**config.mk**
```make
export PLATFORM = sky130hd
export DESIGN_NAME = cwd_timer
export DESIGN_NICKNAME = d
export VERILOG_FILES = /design/src/rtl/cwd_pkg.sv /design/src/rtl/cwd_prescaler.sv /design/src/rtl/cwd_counter.sv /design/src/rtl/cwd_regs.sv /design/src/rtl/cwd_timer.sv
export SDC_FILE = /design/constraint.sdc
export NUM_CORES = 1
export LEC_CHECK = 0
export BUFFER_PORTS_ARGS = -buffer_cell sky130_fd_sc_hd__buf_2
export CAP_MARGIN = 10
export CELL_PAD_IN_SITES_DETAIL_PLACEMENT = 0
export CELL_PAD_IN_SITES_GLOBAL_PLACEMENT = 1
export CORE_MARGIN = 3
export CORE_UTILIZATION = 41
export DETAILED_ROUTE_END_ITERATION = 16
export GPL_TIMING_DRIVEN = 0
export PLACE_DENSITY_LB_ADDON = 0.1
export RECOVER_POWER = 100
export REMOVE_ABC_BUFFERS = 1
export SYNTH_ARGS = -nofsm -noshare
export SYNTH_HDL_FRONTEND = slang
export SYNTH_SLANG_ARGS = --single-unit
export TNS_END_PERCENT = 1
```
**constraint.sdc**
```tcl
create_clock -name clk -period 3 [get_ports clk]
set_input_delay 0.6 -clock clk [delete_from_list [all_inputs] [get_ports clk]]
set_output_delay 0.6 -clock clk [all_outputs]
set_load 0.01 [all_outputs]
```
**src/rtl/cwd_pkg.sv**
```systemverilog
package cwd_pkg;
  typedef enum logic [1:0] {
    MODE_FREE     = 2'd0,
    MODE_PERIODIC = 2'd1,
    MODE_ONESHOT  = 2'd2,
    MODE_WATCHDOG = 2'd3
  } tmr_mode_e;

  localparam logic [7:0] OFS_LOAD  = 8'h00;
  localparam logic [7:0] OFS_COUNT = 8'h04;
  localparam logic [7:0] OFS_CTRL  = 8'h08;
  localparam logic [7:0] OFS_STAT  = 8'h0C;

  localparam int CTRL_EN_BIT   = 7;
  localparam int CTRL_MODE_LSB = 4;
  localparam int STAT_EXP_BIT  = 0;
  localparam int STAT_WDT_BIT  = 1;
endpackage

```
**src/rtl/cwd_prescaler.sv**
```systemverilog
module cwd_prescaler #(
  parameter int PSEL_W = 4
) (
  input  logic              clk,
  input  logic              rst,
  input  logic              clr,
  input  logic              run,
  input  logic              tick_en,
  input  logic [PSEL_W-1:0] psel,
  output logic              tick
);
  localparam int DIV_W = 1 << PSEL_W;

  logic [DIV_W-1:0] pcnt;
  logic [DIV_W-1:0] term;

  // term[i] is high when the low i+1 bits are all ones: 2^(i+1) steps done
  generate
    for (genvar i = 0; i < DIV_W; i++) begin : g_term
      assign term[i] = &pcnt[i:0];
    end
  endgenerate

  logic hit;
  assign hit  = term[psel];
  assign tick = run && tick_en && hit;

  always_ff @(posedge clk) begin
    if (rst || clr) begin
      pcnt <= '0;
    end else if (run && tick_en) begin
      pcnt <= hit ? '0 : pcnt + 1'b1;
    end
  end
endmodule

```
**src/rtl/cwd_counter.sv**
```systemverilog
module cwd_counter
  import cwd_pkg::*;
#(
  parameter int CNT_W = 16
) (
  input  logic             clk,
  input  logic             rst,
  input  logic             soft_rst,
  input  tmr_mode_e        mode,
  input  logic             tick,
  input  logic             load_we,
  input  logic [CNT_W-1:0] load_val,
  input  logic [CNT_W-1:0] reload_val,
  output logic [CNT_W-1:0] count,
  output logic             expire_evt,
  output logic             oneshot_evt,
  output logic             wdt_evt,
  output logic             rst_req
);
  logic fired;
  logic at_zero;

  assign at_zero     = (count == '0);
  assign wdt_evt     = tick && at_zero && (mode == MODE_WATCHDOG) && !fired && !load_we;
  assign oneshot_evt = tick && at_zero && (mode == MODE_ONESHOT) && !load_we;
  assign expire_evt  = !load_we && tick && at_zero &&
                       ((mode != MODE_WATCHDOG) || !fired);

  always_ff @(posedge clk) begin
    if (rst || soft_rst) begin
      count   <= '0;
      fired   <= 1'b0;
      rst_req <= 1'b0;
    end else begin
      rst_req <= wdt_evt;
      if (load_we) begin
        count <= load_val;
        fired <= 1'b0;
      end else if (tick) begin
        if (!at_zero) begin
          count <= count - 1'b1;
        end else begin
          unique case (mode)
            MODE_FREE:     count <= '1;
            MODE_PERIODIC: count <= reload_val;
            MODE_ONESHOT:  count <= '0;
            MODE_WATCHDOG: fired <= 1'b1;
            default:       count <= '0;
          endcase
        end
      end
    end
  end
endmodule

```
**src/rtl/cwd_regs.sv**
```systemverilog
module cwd_regs
  import cwd_pkg::*;
#(
  parameter int ADDR_W = 8,
  parameter int DATA_W = 32,
  parameter int CNT_W  = 16,
  parameter int PSEL_W = 4
) (
  input  logic              clk,
  input  logic              rst,
  input  logic              soft_rst,
  input  logic              bus_wr,
  input  logic              bus_rd,
  input  logic [ADDR_W-1:0] bus_addr,
  input  logic [DATA_W-1:0] bus_wdata,
  output logic [DATA_W-1:0] bus_rdata,
  input  logic [CNT_W-1:0]  count,
  input  logic              expire_evt,
  input  logic              oneshot_evt,
  input  logic              wdt_evt,
  output logic              ctrl_en,
  output tmr_mode_e         ctrl_mode,
  output logic [PSEL_W-1:0] ctrl_psel,
  output logic [CNT_W-1:0]  load_reg,
  output logic              load_we,
  output logic              presc_clr,
  output logic              wdt_cause
);
  localparam logic [ADDR_W-1:0] A_LOAD  = ADDR_W'(OFS_LOAD);
  localparam logic [ADDR_W-1:0] A_COUNT = ADDR_W'(OFS_COUNT);
  localparam logic [ADDR_W-1:0] A_CTRL  = ADDR_W'(OFS_CTRL);
  localparam logic [ADDR_W-1:0] A_STAT  = ADDR_W'(OFS_STAT);

  logic ctrl_we;
  logic stat_we;
  logic expired;
  logic wdata_unused;

  assign load_we   = bus_wr && (bus_addr == A_LOAD);
  assign ctrl_we   = bus_wr && (bus_addr == A_CTRL);
  assign stat_we   = bus_wr && (bus_addr == A_STAT);
  assign presc_clr = load_we || ctrl_we || soft_rst;
  assign wdata_unused = ^bus_wdata;

  // control and load words
  always_ff @(posedge clk) begin
    if (rst || soft_rst) begin
      ctrl_en   <= 1'b0;
      ctrl_mode <= MODE_FREE;
      ctrl_psel <= '0;
      load_reg  <= '0;
    end else begin
      if (ctrl_we) begin
        ctrl_en   <= bus_wdata[CTRL_EN_BIT];
        ctrl_mode <= tmr_mode_e'(bus_wdata[CTRL_MODE_LSB +: 2]);
        ctrl_psel <= bus_wdata[PSEL_W-1:0];
      end else if (oneshot_evt) begin
        ctrl_en <= 1'b0;
      end
      if (load_we) begin
        load_reg <= bus_wdata[CNT_W-1:0];
      end
    end
  end

  // sticky expiry: a new event wins over a same-cycle clear
  always_ff @(posedge clk) begin
    if (rst || soft_rst) begin
      expired <= 1'b0;
    end else if (expire_evt) begin
      expired <= 1'b1;
    end else if (stat_we && bus_wdata[STAT_EXP_BIT]) begin
      expired <= 1'b0;
    end
  end

  // reset cause: only power-on reset clears it
  always_ff @(posedge clk) begin
    if (rst) begin
      wdt_cause <= 1'b0;
    end else if (wdt_evt) begin
      wdt_cause <= 1'b1;
    end
  end

  logic [DATA_W-1:0] rd_mux;
  always_comb begin
    rd_mux = '0;
    unique case (bus_addr)
      A_LOAD:  rd_mux[CNT_W-1:0] = load_reg;
      A_COUNT: rd_mux[CNT_W-1:0] = count;
      A_CTRL: begin
        rd_mux[CTRL_EN_BIT]          = ctrl_en;
        rd_mux[CTRL_MODE_LSB +: 2]   = ctrl_mode;
        rd_mux[PSEL_W-1:0]           = ctrl_psel;
      end
      A_STAT: begin
        rd_mux[STAT_EXP_BIT] = expired;
        rd_mux[STAT_WDT_BIT] = wdt_cause;
      end
      default: rd_mux = '0;
    endcase
  end

  always_ff @(posedge clk) begin
    if (rst || soft_rst) begin
      bus_rdata <= '0;
    end else if (bus_rd) begin
      bus_rdata <= rd_mux;
    end
  end
endmodule

```
**src/rtl/cwd_timer.sv**
```systemverilog
module cwd_timer
  import cwd_pkg::*;
#(
  parameter int ADDR_W = 8,
  parameter int DATA_W = 32,
  parameter int CNT_W  = 16,
  parameter int PSEL_W = 4
) (
  input  logic              clk,
  input  logic              rst,
  input  logic              soft_rst,
  input  logic              tick_en,
  input  logic              bus_wr,
  input  logic              bus_rd,
  input  logic [ADDR_W-1:0] bus_addr,
  input  logic [DATA_W-1:0] bus_wdata,
  output logic [DATA_W-1:0] bus_rdata,
  output logic              sys_rst_req
);
  logic              ctrl_en;
  tmr_mode_e         ctrl_mode;
  logic [PSEL_W-1:0] ctrl_psel;
  logic [CNT_W-1:0]  load_reg;
  logic              load_we;
  logic              presc_clr;
  logic              wdt_cause;
  logic              tick;
  logic [CNT_W-1:0]  count;
  logic              expire_evt;
  logic              oneshot_evt;
  logic              wdt_evt;

  cwd_regs #(
    .ADDR_W(ADDR_W), .DATA_W(DATA_W), .CNT_W(CNT_W), .PSEL_W(PSEL_W)
  ) u_regs (
    .clk(clk), .rst(rst), .soft_rst(soft_rst),
    .bus_wr(bus_wr), .bus_rd(bus_rd), .bus_addr(bus_addr),
    .bus_wdata(bus_wdata), .bus_rdata(bus_rdata),
    .count(count), .expire_evt(expire_evt), .oneshot_evt(oneshot_evt),
    .wdt_evt(wdt_evt), .ctrl_en(ctrl_en), .ctrl_mode(ctrl_mode),
    .ctrl_psel(ctrl_psel), .load_reg(load_reg), .load_we(load_we),
    .presc_clr(presc_clr), .wdt_cause(wdt_cause)
  );

  cwd_prescaler #(.PSEL_W(PSEL_W)) u_presc (
    .clk(clk), .rst(rst), .clr(presc_clr), .run(ctrl_en),
    .tick_en(tick_en), .psel(ctrl_psel), .tick(tick)
  );

  cwd_counter #(.CNT_W(CNT_W)) u_cnt (
    .clk(clk), .rst(rst), .soft_rst(soft_rst), .mode(ctrl_mode),
    .tick(tick), .load_we(load_we), .load_val(bus_wdata[CNT_W-1:0]),
    .reload_val(load_reg), .count(count), .expire_evt(expire_evt),
    .oneshot_evt(oneshot_evt), .wdt_evt(wdt_evt), .rst_req(sys_rst_req)
  );
endmodule

```
# Yosys cells after proc, flatten, opt, wreduce, memory -nomap -nowiden
# Index checks and enable logic that the tools add are counted.
[classes]
addsub = 2
magnitude_cmp = 1
eq_ne = 8
mux = 16
reduce_logical = 46
[ops]
columns = ["cell", "count"]
rows = [
  ["16-bit 2-to-1 mux", 4],
  ["16-bit case mux with 3 select lines", 1],
  ["16-bit by 1-bit adder with 16-bit output, second input constant", 1],
  ["8-bit by 4-bit == test with 1-bit output, second input constant", 2],
  ["16-bit logical NOT", 1],
  ["8-bit case mux with 2 select lines", 1],
  ["16-bit AND reduction", 1],
  ["16-bit by 1-bit subtractor with 16-bit output, second input constant", 1],
  ["1-bit logical AND", 15],
  ["15-bit AND reduction", 1],
  ["14-bit AND reduction", 1],
  ["13-bit AND reduction", 1],
  ["4-bit case mux with 3 select lines", 1],
  ["12-bit AND reduction", 1],
  ["11-bit AND reduction", 1],
  ["10-bit AND reduction", 1],
  ["9-bit AND reduction", 1],
  ["8-bit by 3-bit == test with 1-bit output, second input constant", 1],
  ["8-bit logical NOT", 1],
  ["2-bit case mux with 4 select lines", 1],
  ["8-bit AND reduction", 1],
  ["7-bit AND reduction", 1],
  ["3-bit AND reduction", 2],
  ["6-bit AND reduction", 1],
  ["other kinds (17)", 30],
]
[totals]
ff_bits = 75
in_bits = 46
output_inout_bits = 33
elab_cells = 84

# Depth between registers and ports, before layout
# Gate-level depths: netlist of run 1.
[logic_depth]
word_depth = 9
mapped_depth = 12
depth_no_buf = 11

# Cells and area by module
# A second synthesis of run 1 with hierarchy kept.
[unflattened]
hier_cells = 514
area_unflattened_um2 = 4559.4
[by_module_without_submodules]
columns = ["mod", "n_inst", "cells_per_inst", "area_per_inst_um2", "seq_area_each_um2"]
rows = [
  ["cwd_regs", 1, 211, 2037.0, 820.8],
  ["cwd_counter", 1, 189, 1456.4, 360.3],
  ["cwd_prescaler", 1, 114, 1066.0, 320.3],
]

# Least setup slack after synthesis of run 1
# OpenSTA, ideal clock, no wires.
[synth_timing]
path_kind = "reg2reg"
from = "register u_presc.pcnt[0]"
to = "register u_cnt.count[10]"
setup_ns = 0.128
arrival_time_ns = 2.250
required_time_ns = 2.872
path_slack_ns = 0.622
path_stages_with_launch = 13
path_buffers = 1
synth_period_minus_slack_ns = 2.378
path_cell_list = "dfxtp_1 ha_1 nand3_1 inv_2 nand3_1 nor2_1 ha_1 nor3_1 o32a_1 o311a_1 buf_2 a2111oi_0 o31ai_1"
[synth_between]
elab_chain_cells = 6
elab_cells_between_ends = 20
cone_classes = "mux (2); reduce/logical (18)"
[synth_rtl]
columns = ["item", "line", "source"]
rows = [
  ["from (decl)", "cwd_prescaler.sv:14", "logic [DIV_W-1:0] pcnt;"],
  ["from (signal assigned)", "cwd_prescaler.sv:32", "pcnt <= hit ? '0 : pcnt + 1'b1;"],
  ["16-bit AND reduction, or another cell as far along", "cwd_prescaler.sv:20", "assign term[i] = &pcnt[i:0];"],
  ["1-bit binary-select mux with 4-bit select (*)", "cwd_prescaler.sv:25", "assign hit = term[psel];"],
  ["1-bit 2-to-1 mux (implied by the code) (*)", "cwd_prescaler.sv:25", ""],
  ["1-bit logical AND (*)", "cwd_prescaler.sv:26", "assign tick = run && tick_en && hit;"],
  ["2-bit nonzero test (no source line) (*)", "-", ""],
  ["2-bit AND reduction (no source line) (*)", "-", ""],
  ["to (signal assigned)", "cwd_counter.sv:37", "count <= load_val;"],
  ["to (signal assigned)", "cwd_counter.sv:41", "count <= count - 1'b1;"],
  ["to (signal assigned)", "cwd_counter.sv:45", "MODE_PERIODIC: count <= reload_val;"],
  ["to (decl)", "cwd_counter.sv:14", "output logic [CNT_W-1:0] count,"],
]
# Every way passes the cells marked *; elsewhere a longest branch is shown, timed or not. The select of a mux whose other input is x is not followed.
# A chain may end at the register's enable or synchronous reset.

# Worst setup path after layout of run 1
[layout_timing]
from = "register u_presc.pcnt[0]"
to = "register u_cnt.count[7]"
# The elaborated chain is that of the path after synthesis.

==> results.json, run 1 <==
{
  "setup_viol": 0,
  "crit_required_ps": 3290,
  "placed_cell_area_sq_um": 4460,
  "crit_path_end_kind": "register",
  "critPathLaunchType": "register",
  "dr.pass1.iters": 4,
  "cts_hold_buf": 0,
  "power_switching_w": 0.000467,
  "swShare": 0.240,
  "drive_above_1_share": 0.104,
  "critPathBufInv": 1,
  "synth_top_area_frac": 0.357,
  "clk_path_buf_depth": 2,
  "synth.area.top_cells": "dfxtp_1 36%, nor2_1 6.2%, nand2_1 5.5%, a21oi_1 5.2%, mux2i_1 5.0%",
  "synthFlopType": "dfxtp_1",
  "relSlewSlack": 0.172,
  "synthArstFlopShare": 0,
  "ys_seq_elements": 75,
  "wl_per_cell_um": 17.3,
  "worstPathArrival_ps": 3080,
  "skew_ps": 12.2,
  "routed_wl_um": 12200,
  "numCtsBuffers": 9,
  "core_area_sq_um": 9860,
  "place.gp.congestion": 0.887,
  "root_buffer": "clkbuf_8",
  "holdWs_ps": 453,
  "floorplan.io_pins": 79,
  "outcome": "finished, final reports clean",
  "die_y_um": 107,
  "synthesis.area_sq_um": 4200,
  "finalHoldViolations": 0,
  "viasPerCell": 5.54,
  "power_frac_clock": 0.445,
  "critPathTopFamily": "simple AND/OR/NAND/NOR gates",
  "netlist_instances": 539,
  "dp_hpwl_um": 8070,
  "yosys.area.top_type": "dfxtp_1",
  "rows": 36,
  "critical_path.slowest_cell": "or4_1",
  "combPwrFrac": 0.043,
  "ys_warn_count": 0,
  "hold_path_class": "input port to register",
  "clk_latency_ps": 370,
  "drtIter0Drc": 249,
  "rsz0062_at_grt": "false",
  "vias": 3889,
  "fin_crit_sh": 0.931,
  "fin_crit_ps": 2790,
  "cap_violations": 0,
  "ys_top_cells_by_count": "75 x dfxtp_1, 69 x nor2_1, 62 x nand2_1",
  "synth_area_per_cell_sq_um": 7.79,
  "grt_pass1_wl_um": 19800,
  "htreeDepth": 3,
  "worst_pin_slew_ps": 1240,
  "synth.distinct_cells": 61,
  "p_leak_nw": 1.63,
  "fmax_ghz": 0.358,
  "path_cells": "ha_1, nand3_1, inv_2, nand3_1, nor2_1, ha_1, nor3_1, o32a_1, o311a_4, or4_1, a31oi_1",
  "p_per_area_nw_per_um2": 417,
  "final_area_sq_um": 4660,
  "ir_worst_vdd_v": 0.000157,
  "drcViolationCount": 0,
  "port_buffers": 46,
  "synth-seq-area-share": 0.357,
  "nNetsFinal": 618,
  "syn_to_final_growth_pct": 10.9,
  "tritoncts": "done",
  "diodes": 0,
  "die_area_sq_um": 11500,
  "grt_pass1_vias": 3601,
  "cts_sinks": 75,
  "worst_slack_ps": 207,
  "synth_edf_count": 0,
  "synth.most_common_cell": "dfxtp_1",
  "crit_path_max_incr_delay_ps": 540,
  "slew_violations": 0,
  "grt-ovfl-total": 0,
  "crit_type": "register to register",
  "grt_max_degree": 49,
  "grt_antenna_before_repair": 0,
  "dpl_worst_slack_ps": -153,
  "start_util": 0.426,
  "p_int_w": 0.00148,
  "power_frac_seq": 0.512,
  "track_usage": 0.221,
  "fp.dieW_um": 107,
  "clk_pin_slew_ps": 80,
  "path_max_fanout": 21,
  "drtAntennaViolNets": 0
}
[timing repair]
action                                 4_1_cts  5_1_grt
buffers inserted                             0        1
endpoints found under the hold margin        0        0
gates resized for setup                      2        2
pin swaps                                    0        2
setup endpoints to repair                    5        8
gates cloned                                 0        0
[layout make-up]
class / count / area [sq um]
clock buffers: 9 / 124
clock inverters: 5 / 80.1
fillers: 1008 / 5200
inverters: 17 / 63.8
multi-input cells: 413 / 2460
flip-flops and latches: 75 / 1500
well taps: 133 / 166
repair buffers: 50 / 265
[path summary, 6_finish.rpt]
kind / start / to / slack (ps) / cells after the start
worst max-delay path: u_presc.pcnt[0]$_SDFFE_PP0P_ / u_cnt.count[7]$_SDFFE_PP0P_ / 210 / 11
worst min-delay path: rst / u_regs.wdt_cause$_SDFFE_PP0P_ / 450 / 2
worst max register to register: u_presc.pcnt[0]$_SDFFE_PP0P_ / u_cnt.count[7]$_SDFFE_PP0P_ / 210 / 11
worst min register to register: u_regs.wdt_cause$_SDFFE_PP0P_ / u_regs.wdt_cause$_SDFFE_PP0P_ / 460 / 2
[routing by layer]
layer / GRT usage / up-vias / wire (um)
met5: 0 / - / 0
met2: 0.315 / 116 / 5020
met4: 0.0731 / 0 / 174
met3: 0.0301 / 11 / 688
met1: 0.340 / 1825 / 6270
li1: - / 1937 / -
[power by group through the flow]
stage	clock network (W)	registers (W)	logic, W
after floorplan	0	0.00102	0.0000380
after global placement	0	0.00102	0.0000830
after detailed placement	0	0.00102	0.0000842
after CTS	0.000874	0.000995	0.0000846
after global routing	0.000920	0.000995	0.0000923
final	0.000866	0.000995	0.0000835
[cells by family after synthesis]
| family | after synthesis | share of synthesized area |
|---|---|---|
| fa+ha+maj | 6 | 0.0179 |
| flops | 75 | 0.357 |
| compound gates | 140 | 0.209 |
| simple gates | 206 | 0.232 |
| xor+xnor | 19 | 0.0396 |
| mux | 26 | 0.0688 |
| other cells | 1 | 0.000893 |
| buf+inv | 66 | 0.0745 |
[through the flow]
stage / power (W) / util / cells / TNS [ps]
detailed placement: 0.00110 / 0.453 / 687 / -1690
global route: 0.00201 / 0.472 / 702 / 0
finish: 0.00194 / 0.472 / 702 / 0
global placement: 0.00110 / 0.446 / 684 / -10960
floorplan: 0.00106 / - / 505 / 0
CTS: 0.00195 / 0.474 / 701 / 0
[layout by cell type, fill, tap and decap left out, types with 3 or more instances in the layout]
cell type	instances
ha_1	6
o31ai_1	5
nand2b_1	7
dfxtp_1	75
or4_1	3
xor2_1	7
nor2b_1	6
nand4_1	10
a21boi_0	3
mux2_2	3
nand3_1	16
a22oi_1	7
or3_1	3
mux2i_1	21
clkbuf_1	19
nand2_1	62
nor4_1	6
and2_1	3
buf_2	28
clkbuf_8	9
a31oi_1	8
o2111ai_1	4
o211ai_1	6
nor2_1	69
conb_1	16
inv_1	16
nor3_1	7
o21ai_0	38
a21oi_1	44
xnor2_1	12
a221oi_1	4
and3_1	4
(Power assumes the default switching activity.)
==> run 2: changes to the inputs <==
==> constraint.sdc (replaced) <==
create_clock -name clk -period 3 [get_ports clk]
set_input_delay 0.45 -clock clk [delete_from_list [all_inputs] [get_ports clk]]
set_output_delay 0.45 -clock clk [all_outputs]
set_load 0.01 [all_outputs]
==> results.json, run 2 (same netlist as run 1, synthesis figures left out) <==
{
  "drt-met1-wl_um": 6220,
  "rows": 36,
  "route.met3.wl_um": 730,
  "root_buffer": "clkbuf_8",
  "final_area_sq_um": 4660,
  "die_area_sq_um": 11500,
  "drtIter0Drc": 260,
  "clk_path_buf_depth": 2,
  "worst_slack_ps": 195,
  "dp_hpwl_um": 8070,
  "fin_crit_ps": 2800,
  "worst_pin_slew_ps": 1280,
  "floorplan.io_pins": 79,
  "syn_to_final_growth_pct": 10.9,
  "top_layer": "met4",
  "clk_latency_ps": 370,
  "clk_pin_slew_ps": 80,
  "place.gp.congestion": 0.887,
  "tritoncts": "done",
  "grt_max_degree": 49,
  "grt_antenna_before_repair": 0,
  "relSlewSlack": 0.145,
  "p_leak_nw": 1.63,
  "setup_viol": 0,
  "path_max_fanout": 21,
  "dpl_worst_slack_ps": -153,
  "grt-ovfl-total": 0,
  "crit_type": "register to register",
  "routed_wl_um": 12100,
  "total_power_w": 0.00194,
  "wl_met2_um": 5010,
  "start_util": 0.426,
  "wl_per_cell_um": 17.3,
  "hold_path_class": "input port to register",
  "vias": 3923,
  "grt_pass1_vias": 3601,
  "slew_violations": 0,
  "finalHoldViolations": 0,
  "drive_above_1_share": 0.104,
  "dr.pass1.iters": 5,
  "crit_required_ps": 3290,
  "final_common_cell": "dfxtp_1",
  "cts_sinks": 75,
  "numCtsBuffers": 9,
  "setup_tns_ps": 0,
  "fmax_ghz": 0.357,
  "rsz0062_at_grt": "false",
  "p_per_area_nw_per_um2": 417,
  "critPathLaunchType": "register",
  "cts_hold_buf": 0,
  "htreeDepth": 3,
  "layout_common_cells": "75 x dfxtp_1, 69 x nor2_1, 62 x nand2_1",
  "core_area_sq_um": 9860,
  "fp.dieW_um": 107,
  "placed_cell_area_sq_um": 4460,
  "grt_pass1_wl_um": 19800,
  "track_usage": 0.221,
  "crit_path_end_kind": "register",
  "viasPerCell": 5.59,
  "drcViolationCount": 0,
  "drtAntennaViolNets": 0,
  "outcome": "finished, final reports clean",
  "skew_ps": 12.7,
  "nNetsFinal": 618,
  "worstPathArrival_ps": 3090,
  "fin_crit_sh": 0.935,
  "cap_violations": 0,
  "die_y_um": 107,
  "port_buffers": 46,
  "diodes": 0,
  "ir_worst_vdd_v": 0.000157
}
[run 2: cell types whose count changed in the layout (fill, tap and decap cells not counted), sizes merged]
cell    change
buf         +1
clkbuf      -1
[run 2: worst paths after layout]
check	start	to	slack, ps	depth (start not counted)
worst max-delay path	u_presc.pcnt[0]$_SDFFE_PP0P_	u_cnt.count[7]$_SDFFE_PP0P_	200	11
worst min-delay path	rst	u_regs.wdt_cause$_SDFFE_PP0P_	260	2
worst max register to register	u_presc.pcnt[0]$_SDFFE_PP0P_	u_cnt.count[7]$_SDFFE_PP0P_	200	11
worst min register to register	u_regs.wdt_cause$_SDFFE_PP0P_	u_regs.wdt_cause$_SDFFE_PP0P_	460	2
[run 2: cell type report]
type	instances	area [sq um]
timing repair buffer	50	267
clock inverter	5	80.1
inverter	17	63.8
sequential	75	1500
multi-input combinational	413	2460
tap	133	166
clock buffer	9	124
fill	1008	5200
[run 2: power breakdown]
group | internal, W | total (W) | switching, W
Sequential | 0.000995 | 0.000995 | 0.000000457
Clock | 0.000458 | 0.000865 | 0.000407
Combinational | 0.0000250 | 0.0000840 | 0.0000591
[run 2: per-layer routing]
metal | global-route usage | vias up
met5 | 0 | -
met4 | 0.0731 | 0
met3 | 0.0301 | 11
met2 | 0.315 | 120
met1 | 0.340 | 1855
li1 | - | 1937
[run 2: stage by stage]
stage	std cells	utilization	hold WS, ps
4_1_cts	701	0.474	253
5_1_grt	702	0.472	277
6_report	702	0.472	261
2_1_floorplan	505	-	416
3_5_place_dp	687	0.453	438
3_3_place_gp	684	0.446	435
[run 2: what timing repair did]
item / CTS / global route
setup endpoints to repair: 5 / 8
setup buffers: 0 / 1
pin swaps: 0 / 2
gates resized for setup: 2 / 1
[run 2: critical path, cell delays in order, from the launching register on]
cell and delay [ps]:
dfxtp_1 390, ha_1 210, nand3_1 160, inv_2 100
nand3_1 100, nor2_1 150, ha_1 170, nor3_1 40
o32a_1 230, o311a_4 460, or4_1 540, a31oi_1 170
==> run 3: changes to the inputs <==
--- a/config.mk
+++ b/config.mk
@@ -6,10 +6,9 @@
 export NUM_CORES = 1
 export LEC_CHECK = 0
 export BUFFER_PORTS_ARGS = -buffer_cell sky130_fd_sc_hd__buf_2
-export CAP_MARGIN = 10
 export CELL_PAD_IN_SITES_DETAIL_PLACEMENT = 0
 export CELL_PAD_IN_SITES_GLOBAL_PLACEMENT = 1
-export CORE_MARGIN = 3
+export CORE_MARGIN = 4
 export CORE_UTILIZATION = 41
 export DETAILED_ROUTE_END_ITERATION = 16
 export GPL_TIMING_DRIVEN = 0
==> constraint.sdc (replaced) <==
create_clock -name clk -period 3 [get_ports clk]
set_input_delay 0.6 -clock clk [delete_from_list [all_inputs] [get_ports clk]]
set_output_delay 0.6 -clock clk [all_outputs]
set_load 0.01 [all_outputs]
==> results.json, run 3 (same netlist as run 1, synthesis figures left out) <==
{
  "floorplan.io_pins": 79,
  "skew_ps": 10.0,
  "viasPerCell": 5.63,
  "htreeDepth": 3,
  "grt-ovfl-total": 0,
  "grt_util_met1": 0.328,
  "die_area_sq_um": 11900,
  "fin_crit_sh": 0.934,
  "port_buffers": 46,
  "cap_violations": 0,
  "core_area_sq_um": 9860,
  "relSlewSlack": 0.334,
  "p_leak_nw": 1.61,
  "drtIter0Drc": 259,
  "grt_max_degree": 49,
  "layout_common_cells": "75 x dfxtp_1, 68 x nor2_1, 62 x nand2_1",
  "wl_per_cell_um": 17.3,
  "nNetsFinal": 616,
  "cts_sinks": 75,
  "root_buffer": "clkbuf_8",
  "diodes": 0,
  "outcome": "finished, final reports clean",
  "dp_hpwl_um": 8020,
  "slew_violations": 0,
  "drcViolationCount": 0,
  "setup_viol": 0,
  "crit_required_ps": 3280,
  "numCtsBuffers": 9,
  "grt_antenna_before_repair": 0,
  "syn_to_final_growth_pct": 9.98,
  "fmax_ghz": 0.357,
  "vias": 3944,
  "grt_pass1_vias": 3641,
  "drtAntennaViolNets": 0,
  "rsz0062_at_grt": "false",
  "start_util": 0.426,
  "fill_cells": 1032,
  "clk_path_buf_depth": 2,
  "setup_tns_ps": 0,
  "critPathLaunchType": "register",
  "crit_type": "register to register",
  "dr.pass1.iters": 4,
  "routed_wl_um": 12100,
  "top_usage_layer": "met1",
  "grt_pass1_wl_um": 19700,
  "hold_path_class": "input port to register",
  "p_per_area_nw_per_um2": 401,
  "met3_usage": 0.0290,
  "clk_latency_ps": 360,
  "worstPathArrival_ps": 3080,
  "utilization": 0.468,
  "track_usage": 0.213,
  "finalHoldViolations": 0,
  "regArea_sq_um": 1500,
  "worst_slack_ps": 199,
  "rows": 36,
  "path_max_fanout": 21,
  "die_y_um": 109,
  "gr-usage-met2": 0.300,
  "place.gp.congestion": 0.805,
  "dpl_worst_slack_ps": -649,
  "crit_path_end_kind": "register",
  "final_common_cell": "dfxtp_1",
  "multiInputGateArea_sq_um": 2470,
  "fin_crit_ps": 2800,
  "ir_worst_vdd_v": 0.000188,
  "drive_above_1_share": 0.107,
  "worst_pin_slew_ps": 999,
  "fp.dieW_um": 109,
  "clk_pin_slew_ps": 80,
  "tritoncts": "done",
  "holdWs_ps": 432
}
## run 3: routing by layer
metal	vias to the layer above	share of wire
met3	11	0.059
met4	0	0.012
met5	-	0
li1	1936	-
met1	1875	0.52
met2	122	0.40
## run 3: per-stage QoR
step / total power [W] / instance area, sq um / cells
floorplan: 0.00106 / 4010 / 505
global placement: 0.00110 / 4400 / 684
detailed placement: 0.00110 / 4430 / 685
CTS: 0.00187 / 4630 / 701
global route: 0.00192 / 4620 / 701
finish: 0.00185 / 4620 / 701
## run 3: what timing repair did
action,4_1_cts,5_1_grt
gates resized for setup,2,2
setup buffers,1,0
hold buffers,0,0
pin swaps,1,1
endpoints found under the setup margin,19,3
## run 3: critical path, cell delays in order, from the launching register on
cell and delay, ps:
dfxtp_1 390, ha_1 220, nand3_1 160, inv_2 110
nand3_1 100, nor2_1 140, ha_1 160, nor3_1 40
o32a_1 240, o311a_4 460, or4_1 550, a31oi_1 160
## run 3: path summary, 6_finish.rpt
path / from / end / slack, ps / depth (start not counted)
setup reg to reg: u_presc.pcnt[0]$_SDFFE_PP0P_ / u_cnt.count[7]$_SDFFE_PP0P_ / 200 / 11
setup / recovery: u_presc.pcnt[0]$_SDFFE_PP0P_ / u_cnt.count[7]$_SDFFE_PP0P_ / 200 / 11
hold reg to reg: u_regs.wdt_cause$_SDFFE_PP0P_ / u_regs.wdt_cause$_SDFFE_PP0P_ / 450 / 2
hold / removal: rst / u_regs.wdt_cause$_SDFFE_PP0P_ / 430 / 2
## run 3: report_power, final
group / internal, W / leakage (nW) / switching (W)
Combinational: 0.0000250 / 0.921 / 0.0000609
Sequential: 0.000995 / 0.604 / 0.000000440
Clock: 0.000377 / 0.0881 / 0.000393
## run 3: layout make-up
| type | count | share of cell area |
|---|---|---|
| clock buffer | 10 | 0.0276 |
| clock inverter | 5 | 0.0119 |
| sequential | 75 | 0.325 |
| inverter | 17 | 0.0138 |
| timing repair buffer | 48 | 0.0501 |
| multi-input combinational | 413 | 0.535 |
| tap | 133 | 0.0360 |
